File: src/rtl/rstseq_pkg.sv
package rstseq_pkg;
   localparam int NUM_SRC     = 4;
   localparam int SRC_BADOP   = 0;
   localparam int SRC_BADADDR = 1;
   localparam int SRC_LOWV    = 2;
   localparam int SRC_WDOG    = 3;

   typedef logic [NUM_SRC-1:0] src_vec_t;

   typedef enum logic [1:0] {
      SEQ_IDLE = 2'd0,
      SEQ_HOLD = 2'd1,
      SEQ_TAIL = 2'd2
   } seq_state_t;
endpackage

File: src/rtl/rstseq_sync.sv
module rstseq_sync #(
   parameter int STAGES = 2
) (
   input  logic clk,
   input  logic arst_n,
   input  logic din,
   output logic dout
);
   if (STAGES < 2) begin : g_bad_stages
      $error("rstseq_sync: STAGES must be at least 2");
   end

   logic [STAGES-1:0] chain;

   for (genvar i = 0; i < STAGES; i++) begin : g_stage
      if (i == 0) begin : g_first
         always_ff @(posedge clk or negedge arst_n) begin
            if (!arst_n) chain[0] <= 1'b0;
            else         chain[0] <= din;
         end
      end else begin : g_next
         always_ff @(posedge clk or negedge arst_n) begin
            if (!arst_n) chain[i] <= 1'b0;
            else         chain[i] <= chain[i-1];
         end
      end
   end

   assign dout = chain[STAGES-1];
endmodule

File: src/rtl/rstseq_detect.sv
module rstseq_detect
   import rstseq_pkg::*;
(
   input  logic     bad_op,
   input  logic     stop_op,
   input  logic     stop_allow,
   input  logic     op_fetch,
   input  logic     no_map,
   input  logic     lowv_sync,
   input  logic     wdt_expire,
   output src_vec_t req
);
   logic illegal_stop;

   always_comb begin
      illegal_stop          = stop_op & ~stop_allow;
      req                   = '0;
      req[SRC_BADOP]        = bad_op | illegal_stop;
      req[SRC_BADADDR]      = no_map & op_fetch;
      req[SRC_LOWV]         = lowv_sync;
      req[SRC_WDOG]         = wdt_expire;
   end
endmodule

File: src/rtl/rstseq_timer.sv
module rstseq_timer
   import rstseq_pkg::*;
#(
   parameter int HOLD_CYCLES = 4096,
   parameter int TAIL_CYCLES = 64
) (
   input  logic clk,
   input  logic arst_n,
   input  logic restart,
   output logic pin_low,
   output logic cpu_hold
);
   localparam int MAXC = (HOLD_CYCLES > TAIL_CYCLES) ? HOLD_CYCLES : TAIL_CYCLES;
   localparam int CW   = $clog2(MAXC + 1);
   localparam logic [CW-1:0] HOLD_LAST = CW'(HOLD_CYCLES - 1);
   localparam logic [CW-1:0] TAIL_LAST = CW'(TAIL_CYCLES - 1);

   if (HOLD_CYCLES < 2) begin : g_bad_hold
      $error("rstseq_timer: HOLD_CYCLES must be at least 2");
   end
   if (TAIL_CYCLES < 1) begin : g_bad_tail
      $error("rstseq_timer: TAIL_CYCLES must be at least 1");
   end

   seq_state_t      state;
   logic [CW-1:0]   cnt;

   always_ff @(posedge clk or negedge arst_n) begin
      if (!arst_n) begin
         state <= SEQ_IDLE;
         cnt   <= '0;
      end else if (restart) begin
         state <= SEQ_HOLD;
         cnt   <= '0;
      end else begin
         case (state)
            SEQ_HOLD: begin
               if (cnt == HOLD_LAST) begin
                  state <= SEQ_TAIL;
                  cnt   <= '0;
               end else begin
                  cnt <= cnt + 1'b1;
               end
            end
            SEQ_TAIL: begin
               if (cnt == TAIL_LAST) begin
                  state <= SEQ_IDLE;
                  cnt   <= '0;
               end else begin
                  cnt <= cnt + 1'b1;
               end
            end
            default: begin
               state <= SEQ_IDLE;
               cnt   <= '0;
            end
         endcase
      end
   end

   assign pin_low  = (state == SEQ_HOLD);
   assign cpu_hold = (state != SEQ_IDLE);

   // any request puts the pin hold back at its first cycle
   a_r8_restart_hold: assert property (@(posedge clk) disable iff (!arst_n)
      restart |=> (pin_low && cnt == '0));

   // the CPU is only released after a cycle with the pin already free
   a_r7_release_order: assert property (@(posedge clk) disable iff (!arst_n)
      $fell(cpu_hold) |-> $past(!pin_low));

   // leaving the hold phase always enters the tail with the CPU still held
   a_r7_tail_follows: assert property (@(posedge clk) disable iff (!arst_n)
      ($fell(pin_low) && !$past(restart)) |-> cpu_hold);
endmodule

File: src/rtl/rstseq_status.sv
module rstseq_status
   import rstseq_pkg::*;
(
   input  logic     clk,
   input  logic     arst_n,
   input  src_vec_t req,
   input  logic     busy,
   input  logic     rd_clr,
   output src_vec_t status
);
   src_vec_t kept;

   always_comb begin
      if (rd_clr || (!busy && (|req))) kept = '0;
      else                             kept = status;
   end

   always_ff @(posedge clk or negedge arst_n) begin
      if (!arst_n) status <= '0;
      else         status <= kept | req;
   end

   // a read with no competing request empties the register
   a_r10_read_clear: assert property (@(posedge clk) disable iff (!arst_n)
      (rd_clr && !(|req)) |=> (status == '0));

   // every source present in a cycle is recorded
   a_r9_all_recorded: assert property (@(posedge clk) disable iff (!arst_n)
      (|req) |=> ((status & $past(req)) == $past(req)));

   // an idle-state request leaves only its own bits
   a_r9_idle_replace: assert property (@(posedge clk) disable iff (!arst_n)
      (!busy && (|req)) |=> (status == $past(req)));
endmodule

File: src/rtl/rstseq_top.sv
module rstseq_top
   import rstseq_pkg::*;
#(
   parameter int HOLD_CYCLES = 4096,
   parameter int TAIL_CYCLES = 64,
   parameter int SYNC_STAGES = 2
) (
   input  logic                clk,
   input  logic                arst_n,
   input  logic                bad_op,
   input  logic                stop_op,
   input  logic                stop_allow,
   input  logic                op_fetch,
   input  logic                no_map,
   input  logic                lowv_async,
   input  logic                wdt_expire,
   input  logic                mon_mode,
   input  logic                brk_state,
   input  logic                hv_rst,
   input  logic                hv_irq,
   input  logic                stat_rd,
   output logic                pin_pull,
   output logic                cpu_rst,
   output logic                wdog_off,
   output logic [NUM_SRC-1:0]  rst_status
);
   logic     lowv_sync;
   src_vec_t req;
   logic     any_req;

   rstseq_sync #(.STAGES(SYNC_STAGES)) u_sync (
      .clk    (clk),
      .arst_n (arst_n),
      .din    (lowv_async),
      .dout   (lowv_sync)
   );

   rstseq_detect u_detect (
      .bad_op     (bad_op),
      .stop_op    (stop_op),
      .stop_allow (stop_allow),
      .op_fetch   (op_fetch),
      .no_map     (no_map),
      .lowv_sync  (lowv_sync),
      .wdt_expire (wdt_expire),
      .req        (req)
   );

   assign any_req = |req;

   rstseq_timer #(.HOLD_CYCLES(HOLD_CYCLES), .TAIL_CYCLES(TAIL_CYCLES)) u_timer (
      .clk      (clk),
      .arst_n   (arst_n),
      .restart  (any_req),
      .pin_low  (pin_pull),
      .cpu_hold (cpu_rst)
   );

   rstseq_status u_status (
      .clk    (clk),
      .arst_n (arst_n),
      .req    (req),
      .busy   (cpu_rst),
      .rd_clr (stat_rd),
      .status (rst_status)
   );

   // Watchdog disable: no storage on this path so a glitch cannot stick
   assign wdog_off = (mon_mode & (hv_rst | hv_irq)) | (brk_state & hv_rst);

   // an undefined instruction records its bit and starts the reset
   a_r1_badop_reset: assert property (@(posedge clk) disable iff (!arst_n)
      bad_op |=> (rst_status[SRC_BADOP] && pin_pull && cpu_rst));

   // data access to an unmapped address alone never starts a reset
   a_r3_data_ignored: assert property (@(posedge clk) disable iff (!arst_n)
      (no_map && !op_fetch && !bad_op && !(stop_op && !stop_allow) &&
       !wdt_expire && !lowv_sync && !cpu_rst) |=> !cpu_rst);

   // the watchdog pulse sets its own cause bit
   a_r5_wdog_bit: assert property (@(posedge clk) disable iff (!arst_n)
      wdt_expire |=> rst_status[SRC_WDOG]);

   // pin pulldown implies the CPU is held
   a_r7_pin_implies_cpu: assert property (@(posedge clk) disable iff (!arst_n)
      pin_pull |-> cpu_rst);

   // monitor mode with high voltage on the interrupt pin always disables
   a_r11_mon_irq: assert property (@(posedge clk) disable iff (!arst_n)
      (mon_mode && hv_irq) |-> wdog_off);

   // without monitor mode or break, nothing disables the watchdog
   a_r11_no_mode: assert property (@(posedge clk) disable iff (!arst_n)
      (!mon_mode && !brk_state) |-> !wdog_off);
endmodule

File: config.mk
export PLATFORM = sky130hd
export DESIGN_NAME = rstseq_top
export DESIGN_NICKNAME = d
export VERILOG_FILES = /design/src/rtl/rstseq_pkg.sv /design/src/rtl/rstseq_sync.sv /design/src/rtl/rstseq_detect.sv /design/src/rtl/rstseq_timer.sv /design/src/rtl/rstseq_status.sv /design/src/rtl/rstseq_top.sv
export SDC_FILE = /design/constraint.sdc
export NUM_CORES = 1
export LEC_CHECK = 0
export BUFFER_PORTS_ARGS = -buffer_cell sky130_fd_sc_hd__buf_2
export CELL_PAD_IN_SITES_DETAIL_PLACEMENT = 1
export CELL_PAD_IN_SITES_GLOBAL_PLACEMENT = 1
export CORE_MARGIN = 1
export CORE_UTILIZATION = 25
export CTS_CLUSTER_DIAMETER = 40
export DETAILED_ROUTE_END_ITERATION = 16
export PLACE_DENSITY = 0.6
export SYNTH_ARGS = -nofsm -noshare
export SYNTH_HDL_FRONTEND = slang
export SYNTH_SLANG_ARGS = --single-unit
File: constraint.sdc
create_clock -name clk -period 2.1 [get_ports clk]
set_clock_uncertainty 0.1 [all_clocks]
set_input_delay 0 -clock clk [delete_from_list [all_inputs] [get_ports clk]]
set_output_delay 0 -clock clk [all_outputs]
set_load 0.02 [all_outputs]
==> summary.md <==
* **Worst Hold Path EP** u_status.status[0]
* **total number of vias** 824
* **Unique masters post-synth** 29
* **Post-Route WL** 2260 um
* **ports placed on the boundary** 21
* **initial antenna violation count** 0
* **nature of the critical path endpoint** flop
* **via count of the first global-routing pass** 858
* **Reg2Reg Depth** 6
* **global-route wire length before repair** 3950 um
* **final number of setup-violating endpoints** 0
* **fraction of the yosys area taken by sequential cells** 52.0%
* **pre-CTS setup slack** 0.114 ns
* **worst hold stages** 3
* **post-route ant nets** 0
* **delay of the slowest cell on the worst path** 0.55 ns
* **clock slew at the register clock pins of the worst setup and hold paths** 0.07 ns
* **largest cells by area after synthesis** sky130_fd_sc_hd__dfrtp_1 (52%), sky130_fd_sc_hd__nor2_1 (5.6%), sky130_fd_sc_hd__ha_1 (5.0%)
* **power density over the cells** 569 nW/um^2
* **Worst EP arrival** 2.10 ns
* **Rows** 22
* **number of warnings printed during yosys synthesis** 0
* **count of input and output buffers** 20
* **worst ir drop on vdd** 0.306 mV
* **width of the chip** 65.6 um
* **standby leakage power** 0.552 nW
* **highest achievable clock rate** 500 MHz
* **register-to-register setup slack** 0.13 ns
* **met2 track demand over resource in global routing** 21.0%
* **vias per cell** 4.68
* **top cell type by total area after synthesis** sky130_fd_sc_hd__dfrtp_1
* **total gr overflow** 0
* **CTS sink cnt** 21
* **worst-path cell chain** dlygate4sd3_1 -> buf_2 -> a211o_1 -> nor3_4 -> buf_4 -> o21ba_2 -> a22o_1 -> dlygate4sd3_1
* **mean instance size in the synthesized netlist** 10.4 sq um
* **critical path required time** 2.20 ns
* **number of nets in the finished design** 147
* **end of the worst register-to-register path** u_status.status[1]
* **worst setup margin** 0.0988 ns
* **Global Route Usage Sum** 12.5%
* **pin count of the biggest net entering global routing** 22
* **layout cell share with drive strength beyond 1** 26.6%
* **synthesis-stage register bit count** 21
* **setup repair after global routing missed its margin** no
* **Slew Viols, Final** 0
* **final critical delay including setup and external delays** 2.00 ns
* **netlist area before placement** 1010 sq um
* **die area** 4300 sq um
* **number of antenna diodes** 0
* **iteration count of the initial detailed-routing pass** 4
* **final routed DRC violation total** 0
* **number of setup buffers added after CTS** 0
* **run status** complete, no violations
* **most prevalent standard cell on the critical path** sky130_fd_sc_hd__dlygate4sd3_1
* **Crit Path Max Fanout** 4
* **starting density of the core** 26.8%
* **flip-flop and latch area** 526 sq um
* **Startpoint Class** primary input
* **y dimension of the die** 65.6 um
* **GP Congestion** 0.703
* **number of hold violations in the final report** 0
* **share of the synthesized area in the top cell type** 52.0%
* **Hold Path Class** primary input to flop
* **pin slew with the least headroom to its limit** 0.465 ns
* **number of instances in the synthesized netlist** 97
* **kind of critical path** primary input to flop
* **final period utilization** 95.3%
* **count of routing violations after the opening detailed-route iteration** 9
* **clock latency at the later pin of the worst-skew pair** 0.26 ns
* **maximum level of the CTS H-tree** 1
* **detailed placer's ending HPWL** 1620 um
* **Clk Tree Root Cell** sky130_fd_sc_hd__clkbuf_8
* **CTS buffer count** 3
* **timing startpoint of the critical path** op_fetch
* **maximum buffer depth of the clock tree** 2
* **final routed wire length divided by cell count** 12.8 um
* **layer carrying the most global-route usage** met2
* **multi-input logic area** 477 sq um
* **area growth from synthesis to layout** 29.2%
* **CP max-delay cell** sky130_fd_sc_hd__dlygate4sd3_1
* **fill cell total of the finished layout** 442
* **hold path start** stop_allow
* **fraction of met1 tracks used by global routing** 14.2%
* **relative slew slack** 69.0%
* **placeable core region** 3770 sq um
* **synthesized net count** 115
* **final sum of negative setup slack** 0 ns
* **clock tree from TritonCTS** yes
* **global routing usage on met3** 3.13%
* **max-capacitance violation count** 0
* **origin of the critical flop-to-flop path** u_sync.dout
## critical path, delay by kind of cell
family / cells / cell delay [ns]
compound gates: 3 / 0.59
buf+inv: 4 / 1.38
simple gates: 1 / 0.14
## cell usage in the layout, fill, tap and decap left out, types with 2 or more instances in the layout
cell / n
sky130_fd_sc_hd__o211ai_1: 2
sky130_fd_sc_hd__nor3_1: 3
sky130_fd_sc_hd__nor4_1: 2
sky130_fd_sc_hd__nand3_1: 2
sky130_fd_sc_hd__a21o_1: 2
sky130_fd_sc_hd__nand4_1: 2
sky130_fd_sc_hd__dlygate4sd3_1: 6
sky130_fd_sc_hd__clkbuf_8: 3
sky130_fd_sc_hd__nor2_1: 15
sky130_fd_sc_hd__nand2_1: 7
sky130_fd_sc_hd__ha_1: 3
sky130_fd_sc_hd__xor2_1: 5
sky130_fd_sc_hd__o21ai_0: 2
sky130_fd_sc_hd__inv_1: 6
sky130_fd_sc_hd__buf_2: 20
sky130_fd_sc_hd__dfrtp_1: 21
sky130_fd_sc_hd__a211o_1: 2
sky130_fd_sc_hd__a21oi_1: 3
sky130_fd_sc_hd__xnor2_1: 5
sky130_fd_sc_hd__buf_4: 2
## metal layers
layer / wire, um / part of all wire (%) / vias to the layer above
met2: 1130 / 50 / 10
met4: 51 / 2.3 / 0
met1: 1010 / 45 / 414
met5: 0 / 0 / -
li1: - / - / 396
met3: 62 / 2.7 / 4
## timing repair
| action | in CTS | in global routing |
|---|---|---|
| setup endpoints to repair | 0 | 3 |
| endpoints found under the hold margin | 25 | 0 |
| resized for setup | 0 | 4 |
| hold buffers | 6 | 0 |
## kinds of logic (layout without fill, tap and decap cells)
| group | count (synthesis) | count (layout) | share of synthesized area (%) |
|---|---|---|---|
| AO/OA/AOI/OAI | 15 | 15 | 11.1 |
| AND/OR/NAND/NOR | 40 | 40 | 20.3 |
| XOR/XNOR | 10 | 10 | 8.66 |
| adder cells (fa/ha/maj) | 4 | 4 | 4.95 |
| flip-flops | 21 | 21 | 52.0 |
| buffers and inverters | 7 | 38 | 2.97 |
## report_power, final
group          switching (mW)  internal, mW
combinational          0.0353        0.0315
clock                   0.128         0.132
sequential            0.00410         0.412
total                   0.168         0.576
## sequential cells by signal (all words and copies together) (netlist names)
signal           flops
u_timer.cnt         13
u_status.status      4
u_timer.state        2
u_sync.chain         1
u_sync.dout          1
## synthesized netlist by cell type
cell type	count
sky130_fd_sc_hd__a211o_1	2
sky130_fd_sc_hd__a21o_1	2
sky130_fd_sc_hd__a21oi_1	3
sky130_fd_sc_hd__a22o_1	1
sky130_fd_sc_hd__a41oi_1	1
sky130_fd_sc_hd__and3_2	1
sky130_fd_sc_hd__and4_1	1
sky130_fd_sc_hd__buf_4	1
sky130_fd_sc_hd__dfrtp_1	21
sky130_fd_sc_hd__ha_1	4
sky130_fd_sc_hd__inv_1	6
sky130_fd_sc_hd__nand2_1	7
sky130_fd_sc_hd__nand2b_1	1
sky130_fd_sc_hd__nand3_1	2
sky130_fd_sc_hd__nand4_1	2
sky130_fd_sc_hd__nand4_2	1
sky130_fd_sc_hd__nor2_1	15
sky130_fd_sc_hd__nor2b_1	1
sky130_fd_sc_hd__nor3_1	4
sky130_fd_sc_hd__nor4_1	2
sky130_fd_sc_hd__o211ai_1	2
sky130_fd_sc_hd__o21ai_0	2
sky130_fd_sc_hd__o21ba_2	1
sky130_fd_sc_hd__o41a_2	1
sky130_fd_sc_hd__or3_1	1
sky130_fd_sc_hd__or3b_1	1
sky130_fd_sc_hd__or4_4	1
sky130_fd_sc_hd__xnor2_1	5
sky130_fd_sc_hd__xor2_1	5
## worst max path at each step
| stage | endpoint | slack, ns | cells past startpoint |
|---|---|---|---|
| global route | u_status.status[1] | 0.03 | 8 |
| global placement | u_timer.cnt[12] | 0.19 | 5 |
| CTS | u_status.status[1] | 0.04 | 6 |
| detailed placement | u_timer.cnt[12] | 0.11 | 5 |
| finish | u_status.status[1] | 0.1 | 8 |
| floorplan | u_timer.cnt[12] | 0.25 | 5 |
## layout make-up
class,count,area share [%]
clock inverter,1,0.383
multi-input combinational,69,36.5
tap,48,4.60
inverter,6,1.72
sequential,21,40.2
timing repair buffer,28,13.4
clock buffer,3,3.16
## through the flow
step                      hold WS [ns]  cell area [sq um]  util, %  std cells  total power, mW
after floorplan                 -0.396               1010        -         97            0.448
after global placement          -0.117               1180     31.3        166            0.479
after CTS                       0.0192               1280     34.1        176            0.752
final                           0.0760               1310     34.6        176            0.744
after detailed placement        -0.111               1180     31.3        166            0.481
after global routing            0.0949               1310     34.6        176            0.782
Power figures use the tool's default switching activity.
